## src/rtl/seq_run_pkg.sv

```systemverilog
package seq_run_pkg;
  typedef logic [1:0] tap_t;
  // timer top bits at which the power-up hold releases
  localparam tap_t RELEASE_TAP = 2'b10;

  typedef struct packed {
    logic pulse;
    logic first;
  } ld_cmd_t;
endpackage

```

## src/rtl/seq_edge_sync.sv

```systemverilog
module seq_edge_sync #(
  parameter int STAGES = 3
) (
  input  logic clk_i,
  input  logic rst_ni,
  input  logic async_i,
  output logic rise_o
);
  logic [STAGES-1:0] chain_q;
  logic [STAGES-1:0] chain_d;

  assign chain_d = {chain_q[STAGES-2:0], async_i};

  always_ff @(posedge clk_i or negedge rst_ni) begin
    if (!rst_ni) chain_q <= '0;
    else         chain_q <= chain_d;
  end

  assign rise_o = chain_q[STAGES-2] & ~chain_q[STAGES-1];

  a_r1_rise_single: assert property (@(posedge clk_i) disable iff (!rst_ni)
    rise_o |=> !rise_o);
endmodule

```

## src/rtl/seq_pulse_stretch.sv

```systemverilog
module seq_pulse_stretch
  import seq_run_pkg::*;
(
  input  logic    clk_i,
  input  logic    rst_ni,
  input  logic    trig_i,
  output ld_cmd_t cmd_o
);
  logic first_q, pulse_q;

  always_ff @(posedge clk_i or negedge rst_ni) begin
    if (!rst_ni) begin
      first_q <= 1'b0;
      pulse_q <= 1'b0;
    end else begin
      first_q <= trig_i;
      pulse_q <= trig_i | first_q;
    end
  end

  assign cmd_o.pulse = pulse_q;
  assign cmd_o.first = first_q;

  a_r2_two_clocks: assert property (@(posedge clk_i) disable iff (!rst_ni)
    $rose(pulse_q) |=> pulse_q);
  a_r3_first_inside: assert property (@(posedge clk_i) disable iff (!rst_ni)
    first_q |-> pulse_q);
endmodule

```

## src/rtl/seq_pwrup_timer.sv

```systemverilog
module seq_pwrup_timer
  import seq_run_pkg::*;
#(
  parameter int CNT_W = 6
) (
  input  logic clk_i,
  input  logic rst_ni,
  output logic active_o,
  output logic release_o
);
  localparam int TAP_LO = CNT_W - 2;

  logic [CNT_W-1:0] cnt_q;
  logic             active_q, active_d1_q;

  always_ff @(posedge clk_i or negedge rst_ni) begin
    if (!rst_ni) begin
      cnt_q       <= '0;
      active_q    <= 1'b1;
      active_d1_q <= 1'b1;
    end else begin
      if (active_q) cnt_q <= cnt_q + 1'b1;
      active_q    <= (cnt_q[CNT_W-1:TAP_LO] != RELEASE_TAP);
      active_d1_q <= active_q;
    end
  end

  assign active_o  = active_q;
  assign release_o = ~active_q & active_d1_q;

  a_r5_stays_released: assert property (@(posedge clk_i) disable iff (!rst_ni)
    !active_q |=> !active_q);
  a_r5_release_once: assert property (@(posedge clk_i) disable iff (!rst_ni)
    release_o |=> !release_o);
endmodule

```

## src/rtl/seq_run_ctrl.sv

```systemverilog
module seq_run_ctrl
  import seq_run_pkg::*;
#(
  parameter int PC_W        = 8,
  parameter int PWRUP_W     = 6,
  parameter int SYNC_STAGES = 3
) (
  input  logic            clk_i,
  input  logic            rst_ni,
  input  logic            start_i,
  input  logic            stop_i,
  input  logic [PC_W-1:0] pc_i,
  input  logic [PC_W-1:0] end_addr_i,
  output logic            load_begin_o,
  output logic            load_end_o,
  output logic            begin_hold_o,
  output logic            running_o
);
  logic    start_rise, stop_rise;
  logic    pwr_active, pwr_release;
  logic    over_q, running_q;
  logic    end_trig;
  ld_cmd_t begin_cmd, end_cmd;

  seq_edge_sync #(.STAGES(SYNC_STAGES)) u_start_sync (
    .clk_i(clk_i), .rst_ni(rst_ni), .async_i(start_i), .rise_o(start_rise));

  seq_edge_sync #(.STAGES(SYNC_STAGES)) u_stop_sync (
    .clk_i(clk_i), .rst_ni(rst_ni), .async_i(stop_i), .rise_o(stop_rise));

  seq_pwrup_timer #(.CNT_W(PWRUP_W)) u_pwrup (
    .clk_i(clk_i), .rst_ni(rst_ni), .active_o(pwr_active), .release_o(pwr_release));

  // overrun one-shot: re-arms every other clock while the PC stays past the end
  always_ff @(posedge clk_i or negedge rst_ni) begin
    if (!rst_ni) begin
      over_q    <= 1'b0;
      running_q <= 1'b0;
    end else begin
      over_q    <= (pc_i > end_addr_i) && !over_q;
      running_q <= (pc_i != end_addr_i);
    end
  end

  assign end_trig = over_q | pwr_release | stop_rise;

  seq_pulse_stretch u_begin_str (
    .clk_i(clk_i), .rst_ni(rst_ni), .trig_i(start_rise), .cmd_o(begin_cmd));

  seq_pulse_stretch u_end_str (
    .clk_i(clk_i), .rst_ni(rst_ni), .trig_i(end_trig), .cmd_o(end_cmd));

  assign load_begin_o = begin_cmd.pulse;
  assign begin_hold_o = begin_cmd.first;
  assign load_end_o   = end_cmd.pulse;
  assign running_o    = running_q;

  a_r6_over_one_shot: assert property (@(posedge clk_i) disable iff (!rst_ni)
    over_q |=> !over_q);
  a_r6_over_to_end: assert property (@(posedge clk_i) disable iff (!rst_ni)
    over_q |=> load_end_o);
  a_r4_stop_to_end: assert property (@(posedge clk_i) disable iff (!rst_ni)
    stop_rise |=> load_end_o);
  a_r5_release_to_end: assert property (@(posedge clk_i) disable iff (!rst_ni)
    $fell(pwr_active) |=> load_end_o);
  a_r7_running: assert property (@(posedge clk_i) disable iff (!rst_ni)
    (pc_i != end_addr_i) |=> running_o);
  a_r7_stopped: assert property (@(posedge clk_i) disable iff (!rst_ni)
    (pc_i == end_addr_i) |=> !running_o);
  a_r8_reset_quiet: assert property (@(posedge clk_i)
    !rst_ni |-> !(load_begin_o || load_end_o || begin_hold_o || running_o));
endmodule

```

## config.mk

```make
export PLATFORM = sky130hd
export DESIGN_NAME = seq_run_ctrl
export DESIGN_NICKNAME = d
export VERILOG_FILES = /design/src/rtl/seq_run_pkg.sv /design/src/rtl/seq_edge_sync.sv /design/src/rtl/seq_pulse_stretch.sv /design/src/rtl/seq_pwrup_timer.sv /design/src/rtl/seq_run_ctrl.sv
export SDC_FILE = /design/constraint.sdc
export NUM_CORES = 1
export LEC_CHECK = 0
export BUFFER_PORTS_ARGS = -buffer_cell sky130_fd_sc_hd__buf_2
export CAP_MARGIN = 20
export CORE_UTILIZATION = 50
export DETAILED_ROUTE_END_ITERATION = 8
export PLACE_DENSITY_LB_ADDON = 0.3
export REMOVE_ABC_BUFFERS = 1
export SLEW_MARGIN = 20
export SYNTH_ARGS = -nofsm -noshare
export SYNTH_HDL_FRONTEND = slang
export SYNTH_HIERARCHICAL = 1
export SYNTH_SLANG_ARGS = --single-unit
```

## constraint.sdc

```tcl
create_clock -name clk_i -period 2 [get_ports clk_i]
set_clock_uncertainty 0.1 [all_clocks]
set_input_delay 0.3 -clock clk_i [delete_from_list [all_inputs] [get_ports clk_i]]
set_output_delay 0.3 -clock clk_i [all_outputs]
set_load 0.005 [all_outputs]
```

# [After elaboration in Yosys (flattened, before gate mapping)]
# Index checks and enable logic that the tools add are counted.
[totals] regBits=20 latch_bits=0 ramBits=0 rom_bits=0 in_bits=20 output_inout_bits=4 wordCells=27 mem_count=0
[classes] n_addsub=1 mul=0 div=0 n_lt_le_gt_ge=1 n_eq_ne=2 shifts=0 mux=0 bitwise=10 reduce_logical=2
[ops] op="> comparator 8 bit" count=1
[ops] op="!= test 8 bit" count=1
[ops] op="adder 6 x 1 -> 6 bit, second input constant" count=1
[ops] op="bitwise OR 1 bit" count=4
[ops] op="bitwise AND 1 bit" count=3
[ops] op="NOT 1 bit" count=3
[ops] op="!= test 2 bit, second input constant" count=1
[ops] op="logical AND 1 bit" count=1
[ops] op="zero test 1 bit" count=1

# [Logic depth before layout (Yosys ltp)]
# Gate-level depths: netlist of the first run.
[depth] ltp_word=5 ltp_mapped=6 ltp_nobuf=6

# [Modules after synthesis]
# Netlist of the first run, hierarchy kept.
[modules_own_cells] module="seq_pwrup_timer" n_inst=1 cells_per_inst=22 area_each_um2=317.8 seq_area_each_um2=202.7
[modules_own_cells] module="seq_run_ctrl" n_inst=1 cells_per_inst=33 area_each_um2=275.3 seq_area_each_um2=50.0
[modules_own_cells] module="seq_edge_sync" n_inst=2 cells_per_inst=4 area_each_um2=88.8 seq_area_each_um2=75.1
[modules_own_cells] module="seq_pulse_stretch" n_inst=2 cells_per_inst=5 area_each_um2=71.3 seq_area_each_um2=50.0

# [Least setup slack after synthesis of the first run]
# Ideal clock, no wire load.
[synth_path] path_type="reg-to-reg" from="register u_pwrup.active_q, in the netlist u_pwrup/active_o" to="register u_end_str.pulse_q" setup_time_ns=0.124 arrival_ns=1.320 required_ns=1.776 setup_slack_ns=0.456 stages_incl_launch_ff=4 n_path_buf=0 synth_period_minus_slack_ns=1.544 path_cell_list="dfstp_2 and2b_2 or3_1 or2_1"
[synth_via] elab_chain_len=5
[synth_rtl] item="start, declared" line="seq_pwrup_timer.sv:14" rtl="logic active_q, active_d1_q;"
[synth_rtl] item="start signal, assigned" line="seq_pwrup_timer.sv:23" rtl="active_q <= (cnt_q[CNT_W-1:TAP_LO] != RELEASE_TAP);"
[synth_rtl] item="NOT 1 bit" line="seq_pwrup_timer.sv:29" rtl="assign release_o = ~active_q & active_d1_q;"
[synth_rtl] item="bitwise AND 1 bit" line="seq_pwrup_timer.sv:29"
[synth_rtl] item="net pwr_release" line="seq_run_ctrl.sv:20" rtl="logic pwr_active, pwr_release;"
[synth_rtl] item="bitwise OR 1 bit (2 in a row)" line="seq_run_ctrl.sv:45" rtl="assign end_trig = over_q | pwr_release | stop_rise;"
[synth_rtl] item="net end_trig" line="seq_run_ctrl.sv:22" rtl="logic end_trig;"
[synth_rtl] item="bitwise OR 1 bit" line="seq_pulse_stretch.sv:17" rtl="pulse_q <= trig_i | first_q;"
[synth_rtl] item="end signal, assigned" line="seq_pulse_stretch.sv:17"
[synth_rtl] item="end, declared" line="seq_pulse_stretch.sv:9" rtl="logic first_q, pulse_q;"
# The timed path passes the listed nets, and every way through them passes these cells.
# A chain may end at the register's enable or synchronous reset.

# [Worst setup path after layout of the first run]
# Ends and elaborated chain as after synthesis.

==> results of run 1 <==
==> area by class of cell <==
type	instances	area, µm²	area share
Tap cell	25	31.3	0.0281
Timing Repair Buffer	26	145	0.130
Clock inverter	1	30.0	0.0270
Multi-Input combinational cell	41	350	0.315
Sequential cell	20	503	0.452
Clock buffer	3	22.5	0.0202
Inverter	8	30.0	0.0270
==> registers in the layout, indices dropped and copies added, names as in the netlist <==
register              count
u_start_sync/chain_q      3
u_pwrup/active_o          1
running_o                 1
u_pwrup/active_d1_q       1
u_stop_sync/chain_q       3
over_q                    1
u_pwrup/cnt_q             6
u_end_str/pulse_q         1
u_begin_str/pulse_q       1
u_end_str/first_q         1
u_begin_str/first_q       1
==> per-stage QoR <==
step	hold slack [ns]	area [µm²]	total power [µW]
floorplan	-0.0956	883	479
global placement	0.158	1030	515
detailed placement	0.159	1030	520
CTS	0.00257	1100	843
global route	0.271	1110	870
finish	0.259	1110	834
==> cells in the final DEF (no fill, tap or decap) <==
cell / count
sky130_fd_sc_hd__o211ai_2: 1
sky130_fd_sc_hd__bufinv_16: 1
sky130_fd_sc_hd__xor2_1: 2
sky130_fd_sc_hd__nand2_1: 5
sky130_fd_sc_hd__o21a_1: 1
sky130_fd_sc_hd__xnor2_1: 3
sky130_fd_sc_hd__dfstp_2: 2
sky130_fd_sc_hd__nor2b_1: 1
sky130_fd_sc_hd__ha_1: 9
sky130_fd_sc_hd__buf_2: 23
sky130_fd_sc_hd__dlygate4sd3_1: 3
sky130_fd_sc_hd__dfrtp_1: 18
sky130_fd_sc_hd__nand4_2: 1
sky130_fd_sc_hd__or3_1: 1
sky130_fd_sc_hd__nor2b_4: 2
sky130_fd_sc_hd__nand2b_1: 1
sky130_fd_sc_hd__o21ai_0: 1
sky130_fd_sc_hd__nor2_2: 2
sky130_fd_sc_hd__and4_1: 1
sky130_fd_sc_hd__a21boi_2: 1
sky130_fd_sc_hd__clkbuf_4: 3
sky130_fd_sc_hd__and2b_2: 1
sky130_fd_sc_hd__nand4_1: 1
sky130_fd_sc_hd__or2_1: 2
sky130_fd_sc_hd__mux2_2: 1
sky130_fd_sc_hd__a21oi_1: 4
sky130_fd_sc_hd__inv_1: 8
==> power breakdown <==
group          switching [µW]  internal, µW  leakage, µW
Clock                     117           203    0.0000279
Sequential               6.99           422     0.000233
Combinational            38.9          46.2     0.000312
Total                     163           671     0.000572
==> worst paths after layout <==
kind                       cells past startpoint                     end  slack (ns)                   start
hold reg to reg                                0  u_stop_sync/chain_q[1]        0.26  u_stop_sync/chain_q[0]
max in group asynchronous                      2     u_pwrup/active_d1_q        1.12                  rst_ni
hold / removal                                 0  u_stop_sync/chain_q[1]        0.26  u_stop_sync/chain_q[0]
setup / recovery                               3       u_end_str/pulse_q        0.40        u_pwrup/active_o
setup reg to reg                               3       u_end_str/pulse_q        0.40        u_pwrup/active_o
min in group asynchronous                      2       u_end_str/first_q        0.36                  rst_ni
==> critical path: cells and delay by family, from the launching register on <==
family           cells  cell delay [ns]
DFF                  1             0.61
and+or+nand+nor      3             0.78
==> per-layer routing <==
layer / vias up / GRT usage
met5: - / 0
met1: 270 / 0.159
li1: 287 / -
met4: 0 / 0.0545
met2: 17 / 0.268
met3: 2 / 0.0735
==> results, run 1 <==
- The flow ran to the end, and the final reports show no timing, DRC or antenna violations.
- The average vias per placed instance is 4.65.
- In this run the mean area of a mapped cell was 12.6 µm².
- STA classifies the critical path startpoint as a register.
- The non-filler instance count after layout is 124.
- The worst hold path belongs to the class register to register.
- In this run the remaining antenna-violating nets after routing total 0.
- Power spread over the standard cell area amounts to 750 nW/µm².
- In the final routing, the length of wire on met1 measures 531 µm.
- The uppermost signal routing layer after detailed routing is met4.
- The largest single stage delay on the critical path is 0.61 ns.
- After detailed placement, the design holds a cell count of 117.
- In the detailed route, the total length drawn on met2 is 574 µm.
- The leftover overflow at the end of global routing is 0.
- The share of the core filled with cells in the final layout is 0.651.
- The I/O pin count is 24.
- During synthesis, Yosys emitted a total of 6 warnings.
- The minimum setup slack after placement is 0.415 ns.
- In the global route stage, overall resource usage came out at 0.153.
- The number of hold violations in the final report came to 0.
- At the pin with the least slew margin, the transition time is 0.411 ns.
- The TritonCTS clock tree is done.
- The slowest stage of the critical path is the sky130_fd_sc_hd__dfstp_2 cell.
- Setup slack on the critical path of the routed design comes to 0.405 ns.
- IR analysis of the VDD net gives a maximum drop of 579 µV.
- The repair_antennas step left the layout with diodes totalling 0.
- The later pin in the worst-skew pair is clocked with a latency of 0.29 ns.
- The count of buffers from port buffering is 23.
- The clock-pin slew of the registers on the worst-case setup and hold paths is 0.10 ns.
- The starting utilization of the core area is 0.530.
- Detailed placement finished with a half-perimeter wire length of 976 µm.
- Setup violations remaining at the end of the flow were counted as 0.
- The post-synthesis to final-layout area growth is 22.8%.
- The worst slew margin relative to its limit is 0.726.
- The die boundary width is 44.6 µm.
- In this run the worst path has a maximum fanout of 7.
- Setup repair after global routing left no endpoint under its margin.
- The fmax is 0.627 GHz.
- The critical path class is register to register.
- The worst path in the final design needs a cycle of 1.60 ns, including I/O delays and setup.
- The fill cell total of the finished layout is 143.
- The length of routed met3 wiring is 84 µm.
- Gates resized during post-CTS repair numbered 0.
- In the finished design, the share of the clock period the worst path needs comes to 0.798.
- Max-cap violations in this run came to 0.
- After synthesis the cells add up to 906 µm².
- The placer's final routability congestion estimate is 0.707.
- The number of optimization iterations in the first detailed-route pass is 4.
- The tree is rooted in a sky130_fd_sc_hd__clkbuf_4.
- The signal on the critical path passes through and2b_2, or3_1, or2_1.
- CTS saw 20 sinks.
- The number of antenna violations at the first check in global routing came to 0.
- The first-iteration detailed-routing DRC count is 10.
- The area of the die is 1990 µm².
- The cell row count is 15.
- The net count reported at finish is 129.
- The level count of the clock H-tree is 1.
- In the final layout, the share of cells above drive strength 1 is 0.384.
- The aggregate negative setup slack is 0 ns.
- Clock tree synthesis inserted a total of 3 buffers.
- The aggregate routed wire length is 1.20 mm.
- Counting every instance in the synthesized netlist gives 72.
- STA puts the critical path data required time at 2.09 ns.
- Summed over all cells, the static leakage comes to 0.000572 µW.
- The number of hold buffers added after CTS was 2.
- Post-CTS timing repair inserted 0 buffers for setup.
- For the worst setup path, the data arrival time is 1.69 ns.
- The count of vias placed by the detailed router is 576.
- The via count of the first global-routing pass is 574.
- The core outline area is 1710 µm².
- STA classifies the critical path endpoint as a register.
- The first global-routing pass estimated 2.13 mm of wire.
- The detail-routed net length per standard cell is 9.70 µm.
- The number of pins exceeding their max-slew limit in the final report is 0.
- Entering global routing, the biggest net connects 21 pins.
- The number of remaining DRC errors is 0.
- Measured along the y axis, the die boundary spans 44.6 µm.
- The longest clock path from root to sink contains 2 buffers.
(Power assumes the default switching activity.)
==> run 2: changes to the inputs <==
==> constraint.sdc (replaced) <==
create_clock -name clk_i -period 1.7 [get_ports clk_i]
set_clock_uncertainty 0.1 [all_clocks]
set_input_delay 0.255 -clock clk_i [delete_from_list [all_inputs] [get_ports clk_i]]
set_output_delay 0.255 -clock clk_i [all_outputs]
set_load 0.005 [all_outputs]
==> results, run 2 (same netlist as run 1, synthesis figures left out) <==
- The run finished with clean final reports.
- The detail-routed net length per standard cell is 10.4 µm.
- VDD sags by at most 691 µV.
- Measured on the finished design, the core utilization comes to 0.656.
- In this run the remaining antenna-violating nets after routing total 0.
- The most common cell after layout, fill and taps aside is sky130_fd_sc_hd__buf_2.
- For this run, design rule violations remaining after detail routing come to 0.
- The leftover overflow at the end of global routing is 0.
- The worst-case clock buffer depth is 2.
- The via count of the first global-routing pass is 557.
- The detailed-placement wirelength estimate is 1.01 mm.
- The non-filler instance count after layout is 125.
- The number of antenna violations at the first check in global routing was 0.
- In the routed layout, each cell is associated on average with a via count of 4.59.
- The die is 44.6 µm tall.
- The count of vias placed by the detailed router is 574.
- The launching element type of the critical path is a register.
- The data arrival time at the worst-slack endpoint is 1.60 ns.
- For the final routed database, the setup TNS stands at 0 ns.
- The worst pin sits at a relative slew slack of 0.723.
- For the worst flop-to-flop path, the logic depth is 3.
- Clock latency on the worst-skew pair, taken at its later pin, is 0.30 ns.
- The aggregate routed wire length is 1.30 mm.
- The number of hold violations in the final report is 0.
- The register with the most flip-flops in the layout has 6 of them.
- The die is 44.6 µm wide.
- The count of endpoints failing setup in the final report is 0.
- The die covers 1990 µm².
- In this run the tool buffered the top-level ports with 23 buffer cells.
- After clock tree synthesis, the clock-pin slew on the worst setup and hold paths is 0.11 ns.
- The number of pins exceeding their max-slew limit in the final report came to 0.
- The first-iteration detailed-routing DRC count is 8.
- The core outline area is 1710 µm².
- Relative to the synthesized area, the layout overhead comes to 23.6%.
- The TritonCTS clock tree is done.
- Based on the critical path, the design can be clocked at up to 0.666 GHz.
- The buffer count from post-CTS setup fixing is 0.
- The placer's final routability congestion estimate is 0.726.
- Gates resized during post-CTS repair numbered 0.
- The aggregate global-route resource usage is 0.173.
- Once placement completed, the tool counted placed cells totaling 118.
- The worst setup path is of the register to register kind.
- The repair_antennas step left the layout with diodes totalling 0.
- The TritonCTS buffer count is 3.
- The type of the most critical hold path is register to register.
- The worst setup slack for register-to-register paths is 0.20 ns.
- In this run the number of H-tree levels came out at 1.
- The data required time of the worst path is 1.80 ns.
- The I/O pin count is 24.
- The tool flagged a number of max-cap violations equal to 0.
- For this design, the sink count on the clock tree is 20.
- Tracing the worst setup path back leads to its startpoint at u_pwrup/active_o.
- Dividing the final minimum period by the clock period gives 0.884.
- Ranked by flip-flop count, first place goes to u_pwrup/cnt_q.
- After layout, the worst setup slack is 0.198 ns.
- STA classifies the critical path endpoint as a register.
- At the pin with the least slew margin, the transition time is 0.416 ns.
- The worst register-to-register path ends at u_end_str/pulse_q.
- The maximum fanout along the worst path is 2.
- The startpoint identified for the worst register-to-register timing path is u_pwrup/active_o.
- In this run the core area contains 15 standard-cell rows.
- The total power divided by cell area is 879 nW/µm².
- CTS placed an instance of sky130_fd_sc_hd__clkbuf_4 at the clock tree root.
- The first global-routing pass estimated 2.27 mm of wire.
- The minimum setup slack after placement is 0.212 ns.
- The capturing element of the worst setup path is u_end_str/pulse_q.
- In the final layout, the registers with the most flip-flops are u_pwrup/cnt_q x6, u_start_sync/chain_q x3, u_stop_sync/chain_q x3.
- The net count reported at finish is 130.
- The fraction of layout instances using a drive strength above 1 is 0.390.
- Setup repair after global routing left no endpoint under its margin.
- The library cells used most frequently in the layout, excluding fill and tap cells, are sky130_fd_sc_hd__buf_2 (23), sky130_fd_sc_hd__dfrtp_1 (18), sky130_fd_sc_hd__ha_1 (9), sky130_fd_sc_hd__inv_1 (8), sky130_fd_sc_hd__nand2_1 (5).
- The clock period minus final worst setup slack is 1.50 ns.
- The pre-antenna-repair detailed-routing pass consisted of 4 iterations.
- The leakage power figure is 0.000578 µW.
- The starting utilization of the core area is 0.530.
- Counting the fill cells in the layout gives 128.
- The maximum number of pins on one net before global-route repair is 21.
==> run 2: cell count changes in the layout (fill, tap and decap cells not counted), sizes merged <==
cell | previous run | this run
buf | 23 | 24
==> run 2: area by class of cell <==
class	instances	area, µm²	share of cell area
Sequential cell	20	503	0.449
Multi-Input combinational cell	41	350	0.313
Timing Repair Buffer	27	153	0.136
Tap cell	25	31.3	0.0279
Clock inverter	1	30.0	0.0268
Inverter	8	30.0	0.0268
Clock buffer	3	22.5	0.0201
==> run 2: report_power, final <==
| group | switching, µW | internal, µW | total (µW) |
|---|---|---|---|
| Clock | 139 | 238 | 378 |
| Sequential | 8.59 | 497 | 506 |
| Combinational | 46.7 | 54.7 | 101 |
==> run 2: metal layers <==
layer	share of wire	wire (µm)	track usage
met5	0	0	0
met4	0.031	40	0.121
met3	0.048	62	0.0653
met2	0.49	637	0.282
met1	0.43	557	0.185
==> run 2: per-stage QoR <==
step	power, µW	instance area [µm²]	hold slack, ns
2_1_floorplan	564	883	-0.141
3_3_place_gp	606	1040	0.109
3_5_place_dp	612	1040	0.115
4_1_cts	1000	1120	0.271
5_1_grt	1030	1120	0.283
6_report	985	1120	0.268
==> run 2: critical path, stage by stage (launching register included) <==
cell	delay (ns)
sky130_fd_sc_hd__dfstp_2	0.55
sky130_fd_sc_hd__and2b_2	0.20
sky130_fd_sc_hd__or3_1	0.35
sky130_fd_sc_hd__or2_1	0.21
==> run 2: worst min path at each step <==
stage | from | endpoint | slack [ns] | depth (start not counted)
6_report | u_stop_sync/chain_q[0] | u_stop_sync/chain_q[1] | 0.27 | 0
5_1_grt | u_stop_sync/chain_q[0] | u_stop_sync/chain_q[1] | 0.28 | 0
4_1_cts | u_stop_sync/chain_q[0] | u_stop_sync/chain_q[1] | 0.27 | 0
3_5_place_dp | rst_ni | u_begin_str/first_q | 0.11 | 1
3_3_place_gp | rst_ni | running_o | 0.11 | 1
2_1_floorplan | rst_ni | over_q | -0.14 | 0
==> run 2: repair_timing <==
action                                  4_1_cts  5_1_grt
hold buffers                                  3        0
endpoints found under the setup margin        0        0
endpoints found under the hold margin        20        0
